==> config.mk <==
export PLATFORM = sky130hd
export DESIGN_NAME = irq_status_ctrl
export DESIGN_NICKNAME = d
export VERILOG_FILES = /design/src/rtl/irq_status_pkg.sv /design/src/rtl/irq_sticky_bank.sv /design/src/rtl/irq_gate.sv /design/src/rtl/irq_out_reg.sv /design/src/rtl/irq_status_ctrl.sv
export SDC_FILE = /design/constraint.sdc
export NUM_CORES = 1
export LEC_CHECK = 0
export CORE_AREA = 5 5 42 44
export CTS_CLUSTER_SIZE = 28
export DETAILED_ROUTE_END_ITERATION = 12
export DIE_AREA = 0 0 47 49
export DONT_BUFFER_PORTS = 1
export SYNTH_ARGS = -nofsm -noshare
export SYNTH_HDL_FRONTEND = slang
export SYNTH_HIERARCHICAL = 1
export SYNTH_SLANG_ARGS = --single-unit
==> constraint.sdc <==
create_clock -name clk -period 1.5 [get_ports clk]
set_clock_uncertainty 0.1 [all_clocks]
set_input_delay 0.375 -clock clk [delete_from_list [all_inputs] [get_ports clk]]
set_output_delay 0.375 -clock clk [all_outputs]
set_load 0.02 [all_outputs]
==> src/rtl/irq_status_pkg.sv <==
// Package: shared widths and control-bit positions for the interrupt
// status controller. Assumes an 8-bit control byte.
package irq_status_pkg;
    localparam int CTRL_W          = 8;
    localparam int CTRL_EN_BIT     = 0;
    localparam int CTRL_RXONLY_BIT = 5;
endpackage

==> src/rtl/irq_sticky_bank.sv <==
// Module: irq_sticky_bank
// Holds one sticky status bit per source. A read strobe clears the bank and an
// event in the same cycle wins over the clear. Also exposes the next-state
// vector so the interrupt path can follow status without a cycle of lag.
// Assumes: events are level-sampled once per clock; synchronous active-low reset.
module irq_sticky_bank #(
    parameter int NUM_SRC = 8
) (
    input  logic               clk,
    input  logic               rst_n,
    input  logic [NUM_SRC-1:0] evt_i,
    input  logic               rd_i,
    output logic [NUM_SRC-1:0] stat_q,
    output logic [NUM_SRC-1:0] stat_nxt
);
    for (genvar i = 0; i < NUM_SRC; i++) begin : g_bit
        // Next value: cleared by a read, set by an event (set dominates).
        always_comb begin
            stat_nxt[i] = (stat_q[i] & ~rd_i) | evt_i[i];
        end

        // Status flop for source i.
        always_ff @(posedge clk) begin
            if (!rst_n) stat_q[i] <= 1'b0;
            else        stat_q[i] <= stat_nxt[i];
        end


        evt_set_chk: assert property (@(posedge clk) disable iff (!rst_n)
            evt_i[i] |=> stat_q[i]);

        rd_clr_chk: assert property (@(posedge clk) disable iff (!rst_n)
            (rd_i && !evt_i[i]) |=> !stat_q[i]);

        hold_chk: assert property (@(posedge clk) disable iff (!rst_n)
            (!rd_i && !evt_i[i]) |=> $stable(stat_q[i]));
    end
endmodule

==> src/rtl/irq_gate.sv <==
// Module: irq_gate
// Decides whether the status vector requests an interrupt. It applies the
// per-source mask, the receive-only mode and the global enable.
// Assumes: RX_SRCS marks which bits are receive-cell error sources.
module irq_gate
    import irq_status_pkg::*;
#(
    parameter int                  NUM_SRC = 8,
    parameter logic [NUM_SRC-1:0]  RX_SRCS = 8'h07
) (
    input  logic [NUM_SRC-1:0] stat_i,
    input  logic [NUM_SRC-1:0] mask_i,
    input  logic [CTRL_W-1:0]  ctrl_i,
    output logic               req_o
);
    logic [NUM_SRC-1:0] elig;
    logic               rx_only;

    // Mode bit pulled out of the control byte.
    always_comb rx_only = ctrl_i[CTRL_RXONLY_BIT];

    for (genvar i = 0; i < NUM_SRC; i++) begin : g_elig
        // Per-source eligibility: unmasked, and a receive source when in receive-only mode.
        always_comb elig[i] = stat_i[i] & mask_i[i] & (RX_SRCS[i] | ~rx_only);
    end

    // Global enable over the reduced eligible set.
    always_comb req_o = ctrl_i[CTRL_EN_BIT] & (|elig);
endmodule

==> src/rtl/irq_out_reg.sv <==
// Module: irq_out_reg
// Registers the active-low interrupt pin. It is held high in reset.
// Assumes: req_i is already fully gated.
module irq_out_reg (
    input  logic clk,
    input  logic rst_n,
    input  logic req_i,
    output logic irq_n_o
);
    // Output flop, inverted sense.
    always_ff @(posedge clk) begin
        if (!rst_n) irq_n_o <= 1'b1;
        else        irq_n_o <= ~req_i;
    end
endmodule

==> src/rtl/irq_status_ctrl.sv <==
// Module: irq_status_ctrl (top)
// Builds the sticky status bank, the interrupt gate and the output register.
// Read data is the pre-clear status, presented while the strobe is high.
// Assumes: one read strobe cycle per access; synchronous active-low reset.
module irq_status_ctrl
    import irq_status_pkg::*;
#(
    parameter int                 NUM_SRC = 8,
    parameter logic [NUM_SRC-1:0] RX_SRCS = 8'h07
) (
    input  logic               clk,
    input  logic               rst_n,
    input  logic [NUM_SRC-1:0] evt_i,
    input  logic [CTRL_W-1:0]  ctrl_i,
    input  logic [NUM_SRC-1:0] mask_i,
    input  logic               rd_stb_i,
    output logic [NUM_SRC-1:0] rd_data_o,
    output logic               irq_n_o
);
    logic [NUM_SRC-1:0] stat_q;
    logic [NUM_SRC-1:0] stat_nxt;
    logic               req;

    irq_sticky_bank #(.NUM_SRC(NUM_SRC)) u_bank (
        .clk      (clk),
        .rst_n    (rst_n),
        .evt_i    (evt_i),
        .rd_i     (rd_stb_i),
        .stat_q   (stat_q),
        .stat_nxt (stat_nxt)
    );

    irq_gate #(.NUM_SRC(NUM_SRC), .RX_SRCS(RX_SRCS)) u_gate (
        .stat_i (stat_nxt),
        .mask_i (mask_i),
        .ctrl_i (ctrl_i),
        .req_o  (req)
    );

    irq_out_reg u_out (
        .clk     (clk),
        .rst_n   (rst_n),
        .req_i   (req),
        .irq_n_o (irq_n_o)
    );

    // Read data mux: status only during a read strobe.
    always_comb rd_data_o = rd_stb_i ? stat_q : '0;


    en_off_chk: assert property (@(posedge clk) disable iff (!rst_n)
        !ctrl_i[CTRL_EN_BIT] |=> irq_n_o);

    rx_only_chk: assert property (@(posedge clk) disable iff (!rst_n)
        (ctrl_i[CTRL_RXONLY_BIT] && ((stat_nxt & RX_SRCS) == '0)) |=> irq_n_o);

    rd_evt_keep_chk: assert property (@(posedge clk) disable iff (!rst_n)
        (rd_stb_i && (evt_i != '0)) |=> (stat_q != '0));
endmodule

## After elaboration in Yosys (flattened, before gate mapping)

Index checks and enable logic that the tools add are counted.

| operators by class | value |
|---|---|
| bitwise gates (word level) | 33 |
| mux-type cells | 1 |
| reduce and logical (&&, ||, !) cells | 1 |

Operators with widths:

| cell | count |
|---|---|
| 1-bit bitwise AND | 22 |
| 8-bit 2-to-1 mux | 1 |
| 1-bit bitwise OR | 8 |
| 8-bit OR reduction | 1 |
| 1-bit NOT | 3 |

| word-level totals | value |
|---|---|
| input port bits | 27 |
| output and inout bits | 9 |
| flip-flop bits (word level) | 9 |

## Logic depth before layout (Yosys ltp)

| depth | value |
|---|---|
| word-level depth | 8 |
| gate-level depth with buffers | 6 |
| depth with buffers taken out | 6 |

## By module

The synthesis kept the hierarchy.

Modules (own cells, without submodules):

| module | times used | cells each | area an instance (µm²) |
|---|---|---|---|
| irq_sticky_bank | 1 | 33 | 324.1 |
| irq_status_ctrl | 1 | 8 | 50.0 |
| irq_gate | 1 | 5 | 42.5 |
| irq_out_reg | 1 | 2 | 23.8 |

## Least setup slack after synthesis

Ideal clock, no wire load.

| timing path | value |
|---|---|
| path kind | input to register |
| from | input rd_stb_i |
| to | register u_out.irq_n_o |
| stages on the path | 6 |
| path buffers | 0 |
| arrival time | 1159 ps |
| setup slack | 183 ps |
| path through | nor2b_1 or2_1 a222oi_1 a21o_1 a21boi_1 nand2_1 |

| on the way | value |
|---|---|
| cells in the longest elaborated chain, start to end | 8 |
| elaborated cells on any way between the ends | 33 |
| those cells by class | bitwise (32); reduce/logical (1) |

Ends and longest elaborated chain:

| item | line | source |
|---|---|---|
| start, declared | irq_status_ctrl.sv:16 | `input logic rd_stb_i,` |
| 1-bit NOT | irq_sticky_bank.sv:19 | `stat_nxt[i] = (stat_q[i] & ~rd_i) \| evt_i[i];` |
| 1-bit bitwise AND | irq_sticky_bank.sv:19 |  |
| 1-bit bitwise OR | irq_sticky_bank.sv:19 |  |
| net stat_nxt[3] | irq_status_ctrl.sv:21 | `logic [NUM_SRC-1:0] stat_nxt;` |
| 1-bit bitwise AND (2 in series) | irq_gate.sv:24 | `always_comb elig[i] = stat_i[i] & mask_i[i] & (RX_SRCS[i] \| ~rx_only);` |
| 8-bit OR reduction | irq_gate.sv:28 | `always_comb req_o = ctrl_i[CTRL_EN_BIT] & (\|elig);` |
| 1-bit bitwise AND | irq_gate.sv:28 |  |
| net req | irq_status_ctrl.sv:22 | `logic req;` |
| 1-bit NOT | irq_out_reg.sv:13 | `else irq_n_o <= ~req_i;` |
| end signal, assigned | irq_out_reg.sv:13 |  |
| end, declared | irq_out_reg.sv:8 | `output logic irq_n_o` |

The timed path passes the listed nets, and every way through them passes these cells.
A chain may end at the register's enable or synchronous reset.

## Worst setup path in the final report

| timing path | value |
|---|---|
| from | register u_bank.stat_q[3] |
| to | register u_out.irq_n_o |

| on the way | value |
|---|---|
| cells in the longest elaborated chain, start to end | 7 |

Ends and longest elaborated chain:

| item | line | source |
|---|---|---|
| start, declared | irq_sticky_bank.sv:13 | `output logic [NUM_SRC-1:0] stat_q,` |
| start signal, assigned by index | irq_sticky_bank.sv:25 | `else stat_q[i] <= stat_nxt[i];` |
| 1-bit bitwise AND | irq_sticky_bank.sv:19 |  |
| 1-bit bitwise OR | irq_sticky_bank.sv:19 |  |
| net stat_nxt[3] | irq_status_ctrl.sv:21 |  |
| 1-bit bitwise AND (2 in series) | irq_gate.sv:24 |  |
| 8-bit OR reduction | irq_gate.sv:28 |  |
| 1-bit bitwise AND | irq_gate.sv:28 |  |
| net req | irq_status_ctrl.sv:22 |  |
| 1-bit NOT | irq_out_reg.sv:13 |  |

The timed path passes the listed nets, and every way through them passes these cells.

==> results.ini <==
[job]
max_cap_violations = 0

[critical_path]
start_kind = register
worstPathArrival_ns = 1.55
crit_end = u_out/irq_n_o$_SDFF_PN1_
crit_fanout = 2
worstSetupEndpointType = register
path_class = reg -> reg
crit_start = u_bank/stat_q[3]$_SDFF_PN0_
reg2regPathDepth = 6
r2r_end = u_out/irq_n_o$_SDFF_PN1_
reg2reg_slack_ns = 0.05
timing.rr.start = u_bank/stat_q[3]$_SDFF_PN0_
required_ns = 1.61

[synthesis]
netlist_area_um2 = 440.4
synth_top_family_by_area = simple AND/OR/NAND/NOR gates
avgSynthCellArea_um2 = 9.175
yosys.area_share.simple = 0.3494
synth_nets = 75
synthMuxAreaShare = 0
synth-compound-area-share = 0.2330
syn_inst = 48
synthXorXnorAreaFrac = 0
ys_seq_area_frac = 0.4091
ys_ff_latch = 9
ys_types = 11
synthAdderAreaFrac = 0
yosysWarnings = 6

[global_routing]
grtUsageMet1 = 0.09735
grt_overflow_total = 0
grt_pass1_vias = 347
grt_start_max_net_pins = 17
grt_busiest_layer = met2
grt_use_met2 = 0.1244
use_met3 = 0.04797
antenna_found_initial = 0
track_usage = 0.09174
grt_first_pass_wirelength_mm = 1.442

[clock_tree]
htreeDepth = 1
cts-root-buf = clkbuf_4
post_cts_buffers = 0
cts.clk_slew.worst_paths_ns = 0.06
clockBufferDepth = 2
cts_buffers = 3
cts_resized = 0
hold_buffers = 0
cts_tree = done
clkLatencyLatePin_ns = 0.26
cts_sinks = 9

[sta]
final_max_slew_viol_count = 0
fin_tns_setup_ns = 0
fin_crit_ns = 1.447
setup_viol = 0
rsz0062_at_grt = no
timing.final.hold_violations = 0
tightest_slew_ns = 0.3355
slew-limit-headroom = 0.7764
period_share = 0.9645
max_freq_mhz = 691.2

[layout]
drive_gt1_frac = 0.05882
areaGrowthSynthToFinish_pct = 9.659
fin_nets = 79
antenna_cells = 0
fin_area_um2 = 483.0

[detailed_routing]
wl_um = 940
drc = 0
via_per_inst = 5.075
vias = 340
ant_nets = 0
firstDrtPassIters = 4
drt-initial-drc-count = 9
wl_per_cell_um = 14.03

[place]
gp_congestion = 0.5829
placed_area_um2 = 456.7
portBuffers = 0

[min_path]
min_path_type = in -> reg

[power]
powerDensity_mw_per_mm2 = 1071
total_power_mw = 0.5170
leakagePower_nw = 0.1892
peakVddDrop_mv = 0.3997

[floorplan]
dieHeight_um = 49
fp-row-count = 14
ios = 36
die_x_um = 47
core_mm2 = 0.001401
start_util = 0.3143
die-area_mm2 = 0.002303

[status]
status = completed

-- cells by family after synthesis --
family	count (synthesis)
flip-flops	9
AND/OR/NAND/NOR	25
buffers and inverters	1
AO/OA/AOI/OAI	13
-- report_power, final --
part	internal, mW	leakage (nW)	total, mW	switching (mW)
clock	0.103	0.0150	0.191	0.0879
combinational	0.0334	0.0990	0.0645	0.0311
sequential	0.255	0.0752	0.262	0.00719
total	0.391	0.189	0.517	0.126
-- layout make-up --
cell class | count | area [um^2]
well taps | 16 | 20.02
multi-input cells | 38 | 256.5
flip-flops and latches | 9 | 180.2
fillers | 160 | 918.4
clock buffers | 4 | 26.28
-- per-layer routing --
| layer | share of wire | up-vias |
|---|---|---|
| li1 | - | 170 |
| met5 | 0 | - |
| met4 | 0.014 | 0 |
| met2 | 0.42 | 19 |
| met3 | 0.15 | 2 |
| met1 | 0.41 | 149 |
-- Yosys cell counts --
cell / count / area [um^2]
a21boi_1: 1 / 7.510
a21o_1: 1 / 7.510
a222oi_1: 2 / 20.02
a22oi_1: 1 / 7.510
and2_1: 8 / 50.05
clkbuf_1: 1 / 3.750
dfxtp_1: 9 / 180.2
nand2_1: 1 / 3.750
nor2b_1: 8 / 50.05
o21a_1: 8 / 60.06
or2_1: 8 / 50.05
-- how the worst min path moves through the flow --
stage | start | to | slack [ns] | cells past startpoint
2_1_floorplan | rst_n | u_out/irq_n_o$_SDFF_PN1_ | 0.34 | 1
3_3_place_gp | rst_n | u_out/irq_n_o$_SDFF_PN1_ | 0.35 | 1
3_5_place_dp | rst_n | u_out/irq_n_o$_SDFF_PN1_ | 0.35 | 1
4_1_cts | rst_n | u_out/irq_n_o$_SDFF_PN1_ | 0.07 | 1
5_1_grt | rst_n | u_out/irq_n_o$_SDFF_PN1_ | 0.07 | 1
6_report | rst_n | u_out/irq_n_o$_SDFF_PN1_ | 0.09 | 1
-- cell usage in the layout, fill, tap and decap left out --
| cell type | instances |
|---|---|
| a21boi_1 | 1 |
| a21o_1 | 1 |
| a222oi_1 | 2 |
| a22oi_1 | 1 |
| and2_1 | 8 |
| clkbuf_1 | 1 |
| clkbuf_4 | 3 |
| dfxtp_1 | 9 |
| nand2_1 | 1 |
| nor2b_1 | 8 |
| o21a_1 | 8 |
| or2_1 | 8 |
-- metrics by stage --
step | cells | utilization | hold WS, ns | setup WS (ns)
2_1_floorplan | 48 | - | 0.3439 | 0.1832
3_3_place_gp | 63 | 0.3259 | 0.3487 | 0.05903
3_5_place_dp | 63 | 0.3259 | 0.3492 | 0.04394
4_1_cts | 67 | 0.3446 | 0.07213 | 0.02824
5_1_grt | 67 | 0.3446 | 0.06631 | 0.01061
6_report | 67 | 0.3446 | 0.09105 | 0.05328
-- registers in the layout, summed over array words and instances (netlist names) --
| register | cells |
|---|---|
| u_bank/stat_q | 8 |
| u_out/irq_n_o | 1 |
-- critical path, cell delays in order (launching register included) --
cell and delay (ns):
dfxtp_1 0.30, nor2b_1 0.13, or2_1 0.20, a222oi_1 0.36, a21o_1 0.17, a21boi_1 0.06, nand2_1 0.07
(Power assumes the default switching activity.)
